===== config.mk =====
export PLATFORM = sky130hd
export DESIGN_NAME = can_mode_ctrl
export DESIGN_NICKNAME = d
export VERILOG_FILES = /design/src/rtl/can_mode_pkg.sv /design/src/rtl/can_idle_counter.sv /design/src/rtl/can_abort_tracker.sv /design/src/rtl/can_mode_fsm.sv /design/src/rtl/can_mode_outputs.sv /design/src/rtl/can_mode_ctrl.sv
export SDC_FILE = /design/constraint.sdc
export NUM_CORES = 1
export LEC_CHECK = 0
export ABC_AREA = 1
export ABC_CLOCK_PERIOD_IN_PS = 1600
export BUFFER_PORTS_ARGS = -buffer_cell sky130_fd_sc_hd__buf_2
export CAP_MARGIN = 20
export CORE_AREA = 10 10 47 49
export DETAILED_ROUTE_END_ITERATION = 8
export DIE_AREA = 0 0 57 59
export GPL_TIMING_DRIVEN = 0
export SLEW_MARGIN = 10
export SYNTH_ARGS = -nofsm -noshare
export SYNTH_HDL_FRONTEND = slang
export SYNTH_SLANG_ARGS = --single-unit

===== constraint.sdc =====
create_clock -name clk_i -period 1.6 [get_ports clk_i]
set_input_delay 0.32 -clock clk_i [delete_from_list [all_inputs] [get_ports clk_i]]
set_output_delay 0.32 -clock clk_i [all_outputs]
set_load 0.01 [all_outputs]

===== src/rtl/can_mode_pkg.sv =====
package can_mode_pkg;

  typedef enum logic [1:0] {
    MODE_STANDBY   = 2'd0,
    MODE_WAIT_IDLE = 2'd1,
    MODE_ENABLED   = 2'd2,
    MODE_DRAIN     = 2'd3
  } mode_e;

  localparam int unsigned MODE_COUNT = 4;

endpackage


===== src/rtl/can_idle_counter.sv =====
module can_idle_counter #(
  parameter int unsigned IDLE_BITS = 11
) (
  input  logic clk_i,
  input  logic rst_ni,
  input  logic clear_i,
  input  logic strobe_i,
  input  logic rx_bit_i,
  output logic done_o
);
  localparam int unsigned CNT_W = $clog2(IDLE_BITS + 1);
  localparam logic [CNT_W-1:0] LAST = CNT_W'(IDLE_BITS - 1);

  logic [CNT_W-1:0] cnt_q, cnt_d;
  logic             cnt_en;

  always_comb begin
    cnt_en = clear_i || strobe_i;
    cnt_d  = cnt_q;
    if (clear_i) begin
      cnt_d = '0;
    end else if (strobe_i) begin
      if (!rx_bit_i)          cnt_d = '0;
      else if (cnt_q != LAST) cnt_d = cnt_q + 1'b1;
    end
  end

  always_ff @(posedge clk_i or negedge rst_ni) begin
    if (!rst_ni)     cnt_q <= '0;
    else if (cnt_en) cnt_q <= cnt_d;
  end

  assign done_o = !clear_i && strobe_i && rx_bit_i && (cnt_q == LAST);

endmodule


===== src/rtl/can_abort_tracker.sv =====
module can_abort_tracker (
  input  logic clk_i,
  input  logic rst_ni,
  input  logic clear_i,
  input  logic abort_i,
  output logic pending_o
);
  logic pend_q, pend_d, pend_en;

  always_comb begin
    pend_en = clear_i || abort_i;
    pend_d  = !clear_i;
  end

  always_ff @(posedge clk_i or negedge rst_ni) begin
    if (!rst_ni)      pend_q <= 1'b0;
    else if (pend_en) pend_q <= pend_d;
  end

  assign pending_o = pend_q;

endmodule


===== src/rtl/can_mode_fsm.sv =====
module can_mode_fsm
  import can_mode_pkg::*;
(
  input  logic  clk_i,
  input  logic  rst_ni,
  input  logic  soft_rst_i,
  input  logic  enable_cmd_i,
  input  logic  idle_done_i,
  input  logic  tx_busy_i,
  input  logic  rx_busy_i,
  input  logic  abort_pend_i,
  output mode_e mode_o
);
  mode_e mode_q, mode_d;
  logic  drain_clear;

  always_comb begin
    drain_clear = !tx_busy_i && (!abort_pend_i || !rx_busy_i);
    mode_d      = mode_q;
    if (soft_rst_i) begin
      mode_d = MODE_STANDBY;
    end else begin
      unique case (mode_q)
        MODE_STANDBY:   if (enable_cmd_i) mode_d = MODE_WAIT_IDLE;
        MODE_WAIT_IDLE: begin
          if (!enable_cmd_i)    mode_d = MODE_STANDBY;
          else if (idle_done_i) mode_d = MODE_ENABLED;
        end
        MODE_ENABLED:   if (!enable_cmd_i) mode_d = MODE_DRAIN;
        MODE_DRAIN:     if (drain_clear)   mode_d = MODE_STANDBY;
        default:        mode_d = MODE_STANDBY;
      endcase
    end
  end

  always_ff @(posedge clk_i or negedge rst_ni) begin
    if (!rst_ni) mode_q <= MODE_STANDBY;
    else         mode_q <= mode_d;
  end

  assign mode_o = mode_q;

endmodule


===== src/rtl/can_mode_outputs.sv =====
module can_mode_outputs
  import can_mode_pkg::*;
(
  input  mode_e                 mode_i,
  output logic [MODE_COUNT-1:0] onehot_o,
  output logic                  enabled_o,
  output logic                  tx_recessive_o,
  output logic                  rx_enable_o,
  output logic                  freeze_o
);
  for (genvar s = 0; s < MODE_COUNT; s++) begin : g_decode
    assign onehot_o[s] = (mode_i == mode_e'(s));
  end

  logic on_bus;
  assign on_bus         = onehot_o[MODE_ENABLED] || onehot_o[MODE_DRAIN];
  assign enabled_o      = on_bus;
  assign rx_enable_o    = on_bus;
  assign tx_recessive_o = !on_bus;
  assign freeze_o       = !on_bus;

endmodule


===== src/rtl/can_mode_ctrl.sv =====
module can_mode_ctrl
  import can_mode_pkg::*;
#(
  parameter int unsigned IDLE_BITS = 11
) (
  input  logic clk_i,
  input  logic rst_ni,
  input  logic soft_rst_i,
  input  logic enable_cmd_i,
  input  logic bit_strobe_i,
  input  logic rx_bit_i,
  input  logic tx_busy_i,
  input  logic rx_busy_i,
  input  logic abort_req_i,
  output logic enabled_o,
  output logic tx_recessive_o,
  output logic rx_enable_o,
  output logic freeze_o,
  output logic st_standby_o,
  output logic st_wait_idle_o,
  output logic st_enabled_o,
  output logic st_drain_o
);
  mode_e                 mode;
  logic                  idle_done;
  logic                  abort_pend;
  logic [MODE_COUNT-1:0] onehot;

  can_idle_counter #(.IDLE_BITS(IDLE_BITS)) u_idle (
    .clk_i    (clk_i),
    .rst_ni   (rst_ni),
    .clear_i  (soft_rst_i || (mode != MODE_WAIT_IDLE)),
    .strobe_i (bit_strobe_i),
    .rx_bit_i (rx_bit_i),
    .done_o   (idle_done)
  );

  can_abort_tracker u_abort (
    .clk_i     (clk_i),
    .rst_ni    (rst_ni),
    .clear_i   (soft_rst_i || (mode == MODE_STANDBY)),
    .abort_i   (abort_req_i),
    .pending_o (abort_pend)
  );

  can_mode_fsm u_fsm (
    .clk_i        (clk_i),
    .rst_ni       (rst_ni),
    .soft_rst_i   (soft_rst_i),
    .enable_cmd_i (enable_cmd_i),
    .idle_done_i  (idle_done),
    .tx_busy_i    (tx_busy_i),
    .rx_busy_i    (rx_busy_i),
    .abort_pend_i (abort_pend),
    .mode_o       (mode)
  );

  can_mode_outputs u_out (
    .mode_i         (mode),
    .onehot_o       (onehot),
    .enabled_o      (enabled_o),
    .tx_recessive_o (tx_recessive_o),
    .rx_enable_o    (rx_enable_o),
    .freeze_o       (freeze_o)
  );

  assign st_standby_o   = onehot[MODE_STANDBY];
  assign st_wait_idle_o = onehot[MODE_WAIT_IDLE];
  assign st_enabled_o   = onehot[MODE_ENABLED];
  assign st_drain_o     = onehot[MODE_DRAIN];

endmodule


==> flow_summary.toml, run 1 <==
[synthesis]
ys_ff_latch = 7
synthCells = 74
yosys-top-cells-area = "dfrtp_1 (33%), nand2_1 (14%), nand3_1 (12%)"
postSynthAreaPerCell_sq_um = 7.08
synth_nets = 85
yosysSeqAreaShare = 0.334
ys_warn_count = 0
yosysTopAreaCell = "dfrtp_1"
synth_top_area_frac = 0.334
synth_cell_types = 20
synth_area_sq_um = 524

[cts]
cts_max_level = 1
post_cts_resize_count = 0
root_buffer = "clkbuf_4"
cts_made_buffers = 3
cts_buffer_depth = 2
clk_latency_ps = 240
clk_pin_slew_ps = 50
cts_tree = "yes"
cts_sinks = 7

[timing]
setup_viol = 0
finClkSkew_ps = 1.01
worstMarginPinSlew_ps = 230
period_share = 0.871
setup-tns-final_ps = 0
fin_crit_ps = 1390
drv_slew = 0
max_freq_ghz = 0.718
hold_viol_final = 0
rsz0062_at_grt = "no"
relSlewSlack = 0.847

[detailed_routing]
vias = 519
drt.antenna.violating_nets = 0
drc = 0
vias_per_cell = 4.68
routed_wl_microns = 1130
wl_per_cell_microns = 10.2
drt_iter0_markers = 12
dr.pass1.iters = 4

[hold_path]
hold_depth = 2
min_path_type = "input pin to flip-flop"

[layout]
layout_common_cells = "nand2_1 (19), buf_2 (16), nand3_1 (13), inv_1 (8)"
diodes = 0
final_common_cell = "nand2_1"
nets = 107
syn2layout_area_growth_pct = 26.0
final-instance-count-excl-fill = 111
fin_area_sq_um = 661
drive_above_1_share = 0.326
utilization = 0.471

[die]
fp.coreArea_sq_um = 1400
ioPinCount = 17
die_h_microns = 59
rows = 14
start_util = 0.374
dieWidth_microns = 57
dieArea_sq_um = 3360

[placement]
placed_cells = 106
placed_cell_area_sq_um = 624
hpwl_microns = 983
portBuffers = 16
place.gp.congestion = 0.794

[critical_path]
r2r_cells = 9
cp-end-kind = "output pin"
path_max_fanout = 5
worstPathArrival_ps = 1070
worstPathRequired_ps = 1280
crit_type = "flip-flop to output pin"
cp-start-kind = "flip-flop"
reg2reg_slack_ps = 280

[pwr]
power.total_mw = 0.497
power.density_nw_per_um2 = 752
p_leak_nw = 0.390
ir_worst_vdd_mv = 0.350

[global_route]
grt_start_max_net_pins = 10
grt_remaining_overflow = 0
grt_pass1_wl_microns = 2040
grt_usage = 0.0722
antenna_found_initial = 0
grt_pass1_vias = 502

[run]
drv_cap = 0

[status]
status = "completed"
[state kept, by name (all words and copies together) (netlist names)]
name / cells
u_idle.cnt_q: 4
u_fsm.mode_o: 2
u_abort.pending_o: 1
[worst paths after layout]
path	startpoint	endpoint
max reg2reg	u_idle.cnt_q[0]	u_idle.cnt_q[3]
min reg2reg	u_abort.pending_o	u_abort.pending_o
max	u_fsm.mode_o[1]	st_wait_idle_o
max in group asynchronous	rst_ni	u_idle.cnt_q[1]
min	abort_req_i	u_abort.pending_o
min in group asynchronous	rst_ni	u_abort.pending_o
[per-layer routing]
| metal | part of all wire | GRT usage | routed length, microns |
|---|---|---|---|
| met1 | 0.44 | 0.0738 | 500 |
| met2 | 0.49 | 0.124 | 558 |
| met3 | 0.063 | 0.0279 | 71 |
| met4 | 0 | 0.0403 | 0 |
| met5 | 0 | 0 | 0 |
[cell families after synthesis]
| kind of cell | Yosys count | share of synthesized area |
|---|---|---|
| AO/OA/AOI/OAI | 5 | 0.0692 |
| adder cells (fa/ha/maj) | 2 | 0.0477 |
| buffers and inverters | 13 | 0.107 |
| flip-flops | 7 | 0.334 |
| AND/OR/NAND/NOR | 47 | 0.442 |
[synthesized netlist by cell type]
master / count
nand2_1: 19
nand3_1: 13
inv_1: 8
dfrtp_1: 7
nor2_1: 7
buf_4: 2
ha_1: 2
inv_2: 2
nor2_2: 2
or2_2: 2
a21o_1: 1
clkbuf_1: 1
nand2_2: 1
nand2_4: 1
nand4_1: 1
nor2_8: 1
o211ai_1: 1
o21a_1: 1
o21ai_1: 1
o21ai_2: 1
[power by group]
group,switching (mW),internal (mW)
logic,0.0813,0.0601
registers,0.0163,0.188
clock network,0.0570,0.0946
[per-stage QoR]
step	hold WS [ps]	worst slack, ps
CTS	278	189
detailed placement	162	285
global route	273	127
finish	281	206
global placement	156	304
floorplan	24.4	395
[area by class of cell]
cell class,count,area [sq um]
inverters,10,37.5
multi-input cells,54,293
plain buffers,3,18.8
fillers,154,741
well taps,16,20.0
clock buffers,4,26.3
flip-flops and latches,7,175
repair buffers,17,90.1
[what timing repair did]
action                                 4_1_cts  5_1_grt
endpoints found under the hold margin        7        0
hold buffers                                 1        0
buffers inserted                             0        0
[worst max-delay path: stages (launching register included)]
cell and delay, ps:
dfrtp_1 440, inv_2 140, nand2_4 80, inv_1 60, buf_2 120
Note: power is estimated with default switching activity, not from simulation.
==> run 2, diff against run 1 <==
Settings changed: ABC_AREA 1 to 0, CTS_BUF_LIST from default to sky130_fd_sc_hd__clkbuf_8.
==> run 2 against run 1 <==
Effect of this change: synthesized cell count shrank 31%; sequential power is 9.8% lower; cell count is 20% lower; core utilization down 3.9 points; critical path depth up 1; synthesized area down 16%; flip-flop and latch count unchanged; via count is 18% lower; first-iteration DRC count down 75%; routed wire length rose by 4.2%; die area unchanged.
==> flow_summary.toml, run 2 <==
[timing]
setup_ws_ps = 60.4
worstMarginPinSlew_ps = 214
relSlewSlack = 0.856
hold_viol_final = 0
finClkSkew_ps = 2.94
drv_slew = 0
max_freq_ghz = 0.650
fin_crit_ps = 1540
period_share = 0.962
setup_viol = 0
rsz0062_at_grt = "no"
setup-tns-final_ps = 0

[cts]
root_buffer = "clkbuf_8"
cts_max_level = 1
cts_sinks = 7
cts_tree = "yes"
clk_pin_slew_ps = 40
cts_buffer_depth = 2
clk_latency_ps = 230
cts_made_buffers = 3

[die]
fp.coreArea_sq_um = 1400
ioPinCount = 17
rows = 14
dieArea_sq_um = 3360
die_h_microns = 59
dieWidth_microns = 57
start_util = 0.313

[layout]
largest_reg_flops = 4
fin_area_sq_um = 606
drive_above_1_share = 0.342
final_common_cell = "buf_2"
final-instance-count-excl-fill = 89
top_register = "u_idle.cnt_q"
diodes = 0
syn2layout_area_growth_pct = 37.9
layout_common_cells = "buf_2 (16), dfrtp_1 (7), inv_1 (5), o21ai_0 (5), nand2_1 (4)"
utilization = 0.432
nets = 85

[hold_path]
min_path_type = "input pin to flip-flop"
hold_path_end = "u_fsm.mode_o[1]"
hold_depth = 2
hold_start = "soft_rst_i"

[placement]
placed_cell_area_sq_um = 539
place_ws_ps = 56.8
placed_cells = 83
place.gp.congestion = 0.760
portBuffers = 16
hpwl_microns = 887

[global_route]
grt_pass1_wl_microns = 1860
antenna_found_initial = 0
grt_start_max_net_pins = 9
grt_remaining_overflow = 0
grt_pass1_vias = 410
grt_usage = 0.0704

[synthesis]
synthTopCellsByCount = "dfrtp_1 (7), o21ai_0 (5), a21oi_1 (4), inv_1 (4), nand2_1 (4)"
synthCells = 51
async_reset_ff_frac = 1.00
ys_ff_latch = 7
synth_enable_flop_cells = 0
synth_top_flop_cell = "dfrtp_1"
postSynthAreaPerCell_sq_um = 8.61
synthMostInstantiatedCell = "dfrtp_1"
synth_nets = 62
yosysTopAreaCell = "dfrtp_1"
ys_warn_count = 0
synth_cell_types = 23
synth_area_sq_um = 439
yosys-top-cells-area = "dfrtp_1 (40%), ha_1 (5.7%), o21ai_0 (5.7%)"
yosysSeqAreaShare = 0.399
synth_top_area_frac = 0.399

[run]
drv_cap = 0

[critical_path]
reg2reg_from = "u_idle.cnt_q[0]"
r2r_cells = 5
path_max_fanout = 5
worstPathRequired_ps = 1760
cp-startpoint = "u_idle.cnt_q[0]"
cp-end-kind = "flip-flop"
reg2reg_slack_ps = 60
cp-start-kind = "flip-flop"
crit_type = "flip-flop to flip-flop"
worstReg2RegEnd = "u_idle.cnt_q[2]"
worstPathArrival_ps = 1700

[pwr]
power.density_nw_per_um2 = 773
pwr-share-clk = 0.522
p_leak_nw = 0.283
seq_power_share = 0.392
combinationalPowerShare = 0.086
swShare = 0.222
ir_worst_vdd_mv = 0.479
power.internal_mw = 0.364
power.switching_mw = 0.104

[status]
status = "completed"

[detailed_routing]
vias_per_cell = 4.81
vias = 428
wl_per_cell_microns = 13.2
drc = 0
dr.pass1.iters = 3
drt.antenna.violating_nets = 0
routed_wl_microns = 1180
drt_iter0_markers = 3
## run 2: per-stage QoR
stage	total power, mW	hold WS (ps)
finish	0.468	312
global route	0.492	325
CTS	0.476	316
detailed placement	0.224	163
global placement	0.223	163
floorplan	0.200	24.4
## run 2: logic make-up (layout without fill, tap and decap cells)
logic type               count (synthesis)  after routing  synth area share
AND/OR/NAND/NOR                         23             23             0.313
AO/OA/AOI/OAI                           12             12             0.154
adder cells (fa/ha/maj)                  2              2            0.0570
buffers and inverters                    7             29            0.0769
flip-flops                               7              7             0.399
## run 2: layer usage
metal  GRT usage  up-vias  part of all wire
met5           0        -                 0
met4      0.0470        0             0.014
met3      0.0300        2             0.041
met2       0.116        5              0.56
met1      0.0712      197              0.39
li1            -      224                 -
## run 2: layout make-up
cell class                 count  area (sq um)
multi-input combinational     37           234
timing repair buffer          18          97.6
buffer                         3          18.8
inverter                       4          15.0
clock inverter                 1          3.75
tap                           16          20.0
clock buffer                   3          41.3
sequential                     7           175
fill                         156           796
## run 2: how the worst max path moves through the flow
stage                 endpoint  slack (ps)  cells past startpoint
6_report       u_idle.cnt_q[2]          60                      5
5_1_grt        u_idle.cnt_q[2]           6                      5
4_1_cts        u_idle.cnt_q[2]          20                      5
3_5_place_dp   u_idle.cnt_q[2]          60                      5
3_3_place_gp   u_idle.cnt_q[2]          50                      5
2_1_floorplan  u_idle.cnt_q[2]         150                      5
## run 2: timing repair
item                                    in CTS  in global routing
gates resized for setup                      0                  1
endpoints found under the setup margin       0                  1
endpoints found under the hold margin        7                  0
hold buffers                                 1                  0
buffers inserted                             0                  1
## run 2: critical path, stage by stage (launching register included)
cell and delay [ps]:
dfrtp_1 360, inv_1 60, ha_1 220, and4b_4 220, or4_1 490, a21oi_2 130
## run 2: power groups by stage
stage	combinational (mW)	clock [mW]	sequential, mW
floorplan	0.0146	0	0.185
global placement	0.0373	0	0.186
detailed placement	0.0379	0	0.186
CTS	0.0399	0.253	0.184
global route	0.0459	0.262	0.184
finish	0.0403	0.244	0.184
==> run 3, diff against run 2 <==
Settings changed: RECOVER_POWER from default to 100.
==> run 3 against run 2 <==
Effect of this change: flip-flop and latch count unchanged; global-route usage did not move; hold slack improved by 1.1 ps; core utilization decreased by 0.71 points; cell count did not move; clock power barely moved; clock-buffer cell count unchanged; critical path type unchanged; largest power group unchanged.
==> flow_summary.toml, run 3 (synthesis results as in run 2) <==
[global_route]
grt_use_met1 = 0.0712
grt_remaining_overflow = 0
grt_start_max_net_pins = 9
grt_pass1_vias = 410
grt_pass1_wl_microns = 1860
use_met3 = 0.0300
antenna_found_initial = 0
busiest_layer = "met2"
grt_usage = 0.0704
met2_usage = 0.116

[placement]
place.gp.congestion = 0.760
place_ws_ps = 56.8
portBuffers = 16
placed_cell_area_sq_um = 539
placed_cells = 83
hpwl_microns = 887

[critical_path]
cpMaxStageDelayCell = "or4_1"
path_max_fanout = 5
crit_type = "flip-flop to flip-flop"
reg2reg_from = "u_idle.cnt_q[0]"
r2r_cells = 5
worstReg2RegEnd = "u_idle.cnt_q[2]"
crit_path_max_incr_delay_ps = 490
cp-end-kind = "flip-flop"
reg2reg_slack_ps = 60
worstPathRequired_ps = 1760
worstPathArrival_ps = 1700
cp-start-kind = "flip-flop"
crit_chain = "inv_1 -> ha_1 -> and4b_4 -> or4_1 -> a21oi_2"
cp_top_family = "simple AND/OR/NAND/NOR gates"
path_buf_inv = 1

[detailed_routing]
routed_wl_microns = 1190
vias = 437
wl_per_cell_microns = 13.3
drt.antenna.violating_nets = 0
vias_per_cell = 4.91
drt_iter0_markers = 4
drc = 0
dr.pass1.iters = 4

[hold_path]
hold_start = "soft_rst_i"
hold_depth = 2
min_path_type = "input pin to flip-flop"
hold_path_end = "u_fsm.mode_o[1]"

[timing]
rsz0062_at_grt = "no"
fin_crit_ps = 1540
setup_viol = 0
max_freq_ghz = 0.649
period_share = 0.963
hold_viol_final = 0
finClkSkew_ps = 2.86
setup_ws_ps = 58.9
worstMarginPinSlew_ps = 396
drv_slew = 0
hold_ws_ps = 313
setup-tns-final_ps = 0
relSlewSlack = 0.736

[layout]
utilization = 0.425
final_common_cell = "clkbuf_1"
layout_common_cells = "clkbuf_1 (9), buf_2 (8), dfrtp_1 (7), inv_1 (5), o21ai_0 (5)"
drive_above_1_share = 0.233
final-instance-count-excl-fill = 89
fin_area_sq_um = 596
syn2layout_area_growth_pct = 35.6
multi_input_area_sq_um = 234
top_register = "u_idle.cnt_q"
nets = 85
num-fill-cells = 157
diodes = 0
largest_reg_flops = 4
regArea_sq_um = 175

[cts]
cts_buffer_depth = 2
clk_latency_ps = 230
cts_tree = "yes"
root_buffer = "clkbuf_8"
cts_made_buffers = 3
clk_pin_slew_ps = 40
cts_sinks = 7
cts_max_level = 1

[die]
rows = 14
dieArea_sq_um = 3360
start_util = 0.313
ioPinCount = 17
die_h_microns = 59
fp.coreArea_sq_um = 1400
dieWidth_microns = 57

[pwr]
ir_worst_vdd_mv = 0.480
p_leak_nw = 0.258
power.density_nw_per_um2 = 786
power.total_mw = 0.468

[run]
drv_cap = 0

[status]
status = "completed"
==> run 3: cell types whose count changed in the layout (fill, tap and decap cells not counted), sizes merged <==
cell and delta:
buf -8, clkbuf +8
==> run 3: timing repair <==
item                                    4_1_cts  5_1_grt
resized for setup                             0        1
buffers inserted                              0        1
endpoints found under the setup margin        0        1
hold buffers                                  1        0
endpoints found under the hold margin         7        0
==> run 3: worst max-delay path by stage <==
stage                                from              end  slack [ps]  depth (start not counted)
after floorplan           u_idle.cnt_q[0]  u_idle.cnt_q[2]         150                          5
after global placement    u_idle.cnt_q[0]  u_idle.cnt_q[2]          50                          5
after detailed placement  u_idle.cnt_q[0]  u_idle.cnt_q[2]          60                          5
after CTS                 u_idle.cnt_q[0]  u_idle.cnt_q[2]          20                          5
after global routing      u_idle.cnt_q[0]  u_idle.cnt_q[2]           6                          5
final                     u_idle.cnt_q[0]  u_idle.cnt_q[2]          60                          5
==> run 3: report_power, final <==
part	internal (mW)	switching, mW
sequential	0.180	0.00314
combinational	0.0167	0.0229
clock	0.166	0.0789
total	0.363	0.105
==> run 3: area by class of cell <==
class	instances	share of cell area
sequential	7	0.294
clock inverter	1	0.00630
inverter	4	0.0252
timing repair buffer	18	0.147
multi-input combinational	37	0.393
buffer	3	0.0315
tap	16	0.0336
clock buffer	3	0.0693
==> run 3: metal layers <==
metal | vias up | part of all wire
li1 | 224 | -
met1 | 206 | 0.38
met2 | 5 | 0.56
met3 | 2 | 0.041
met4 | 0 | 0.014
met5 | - | 0
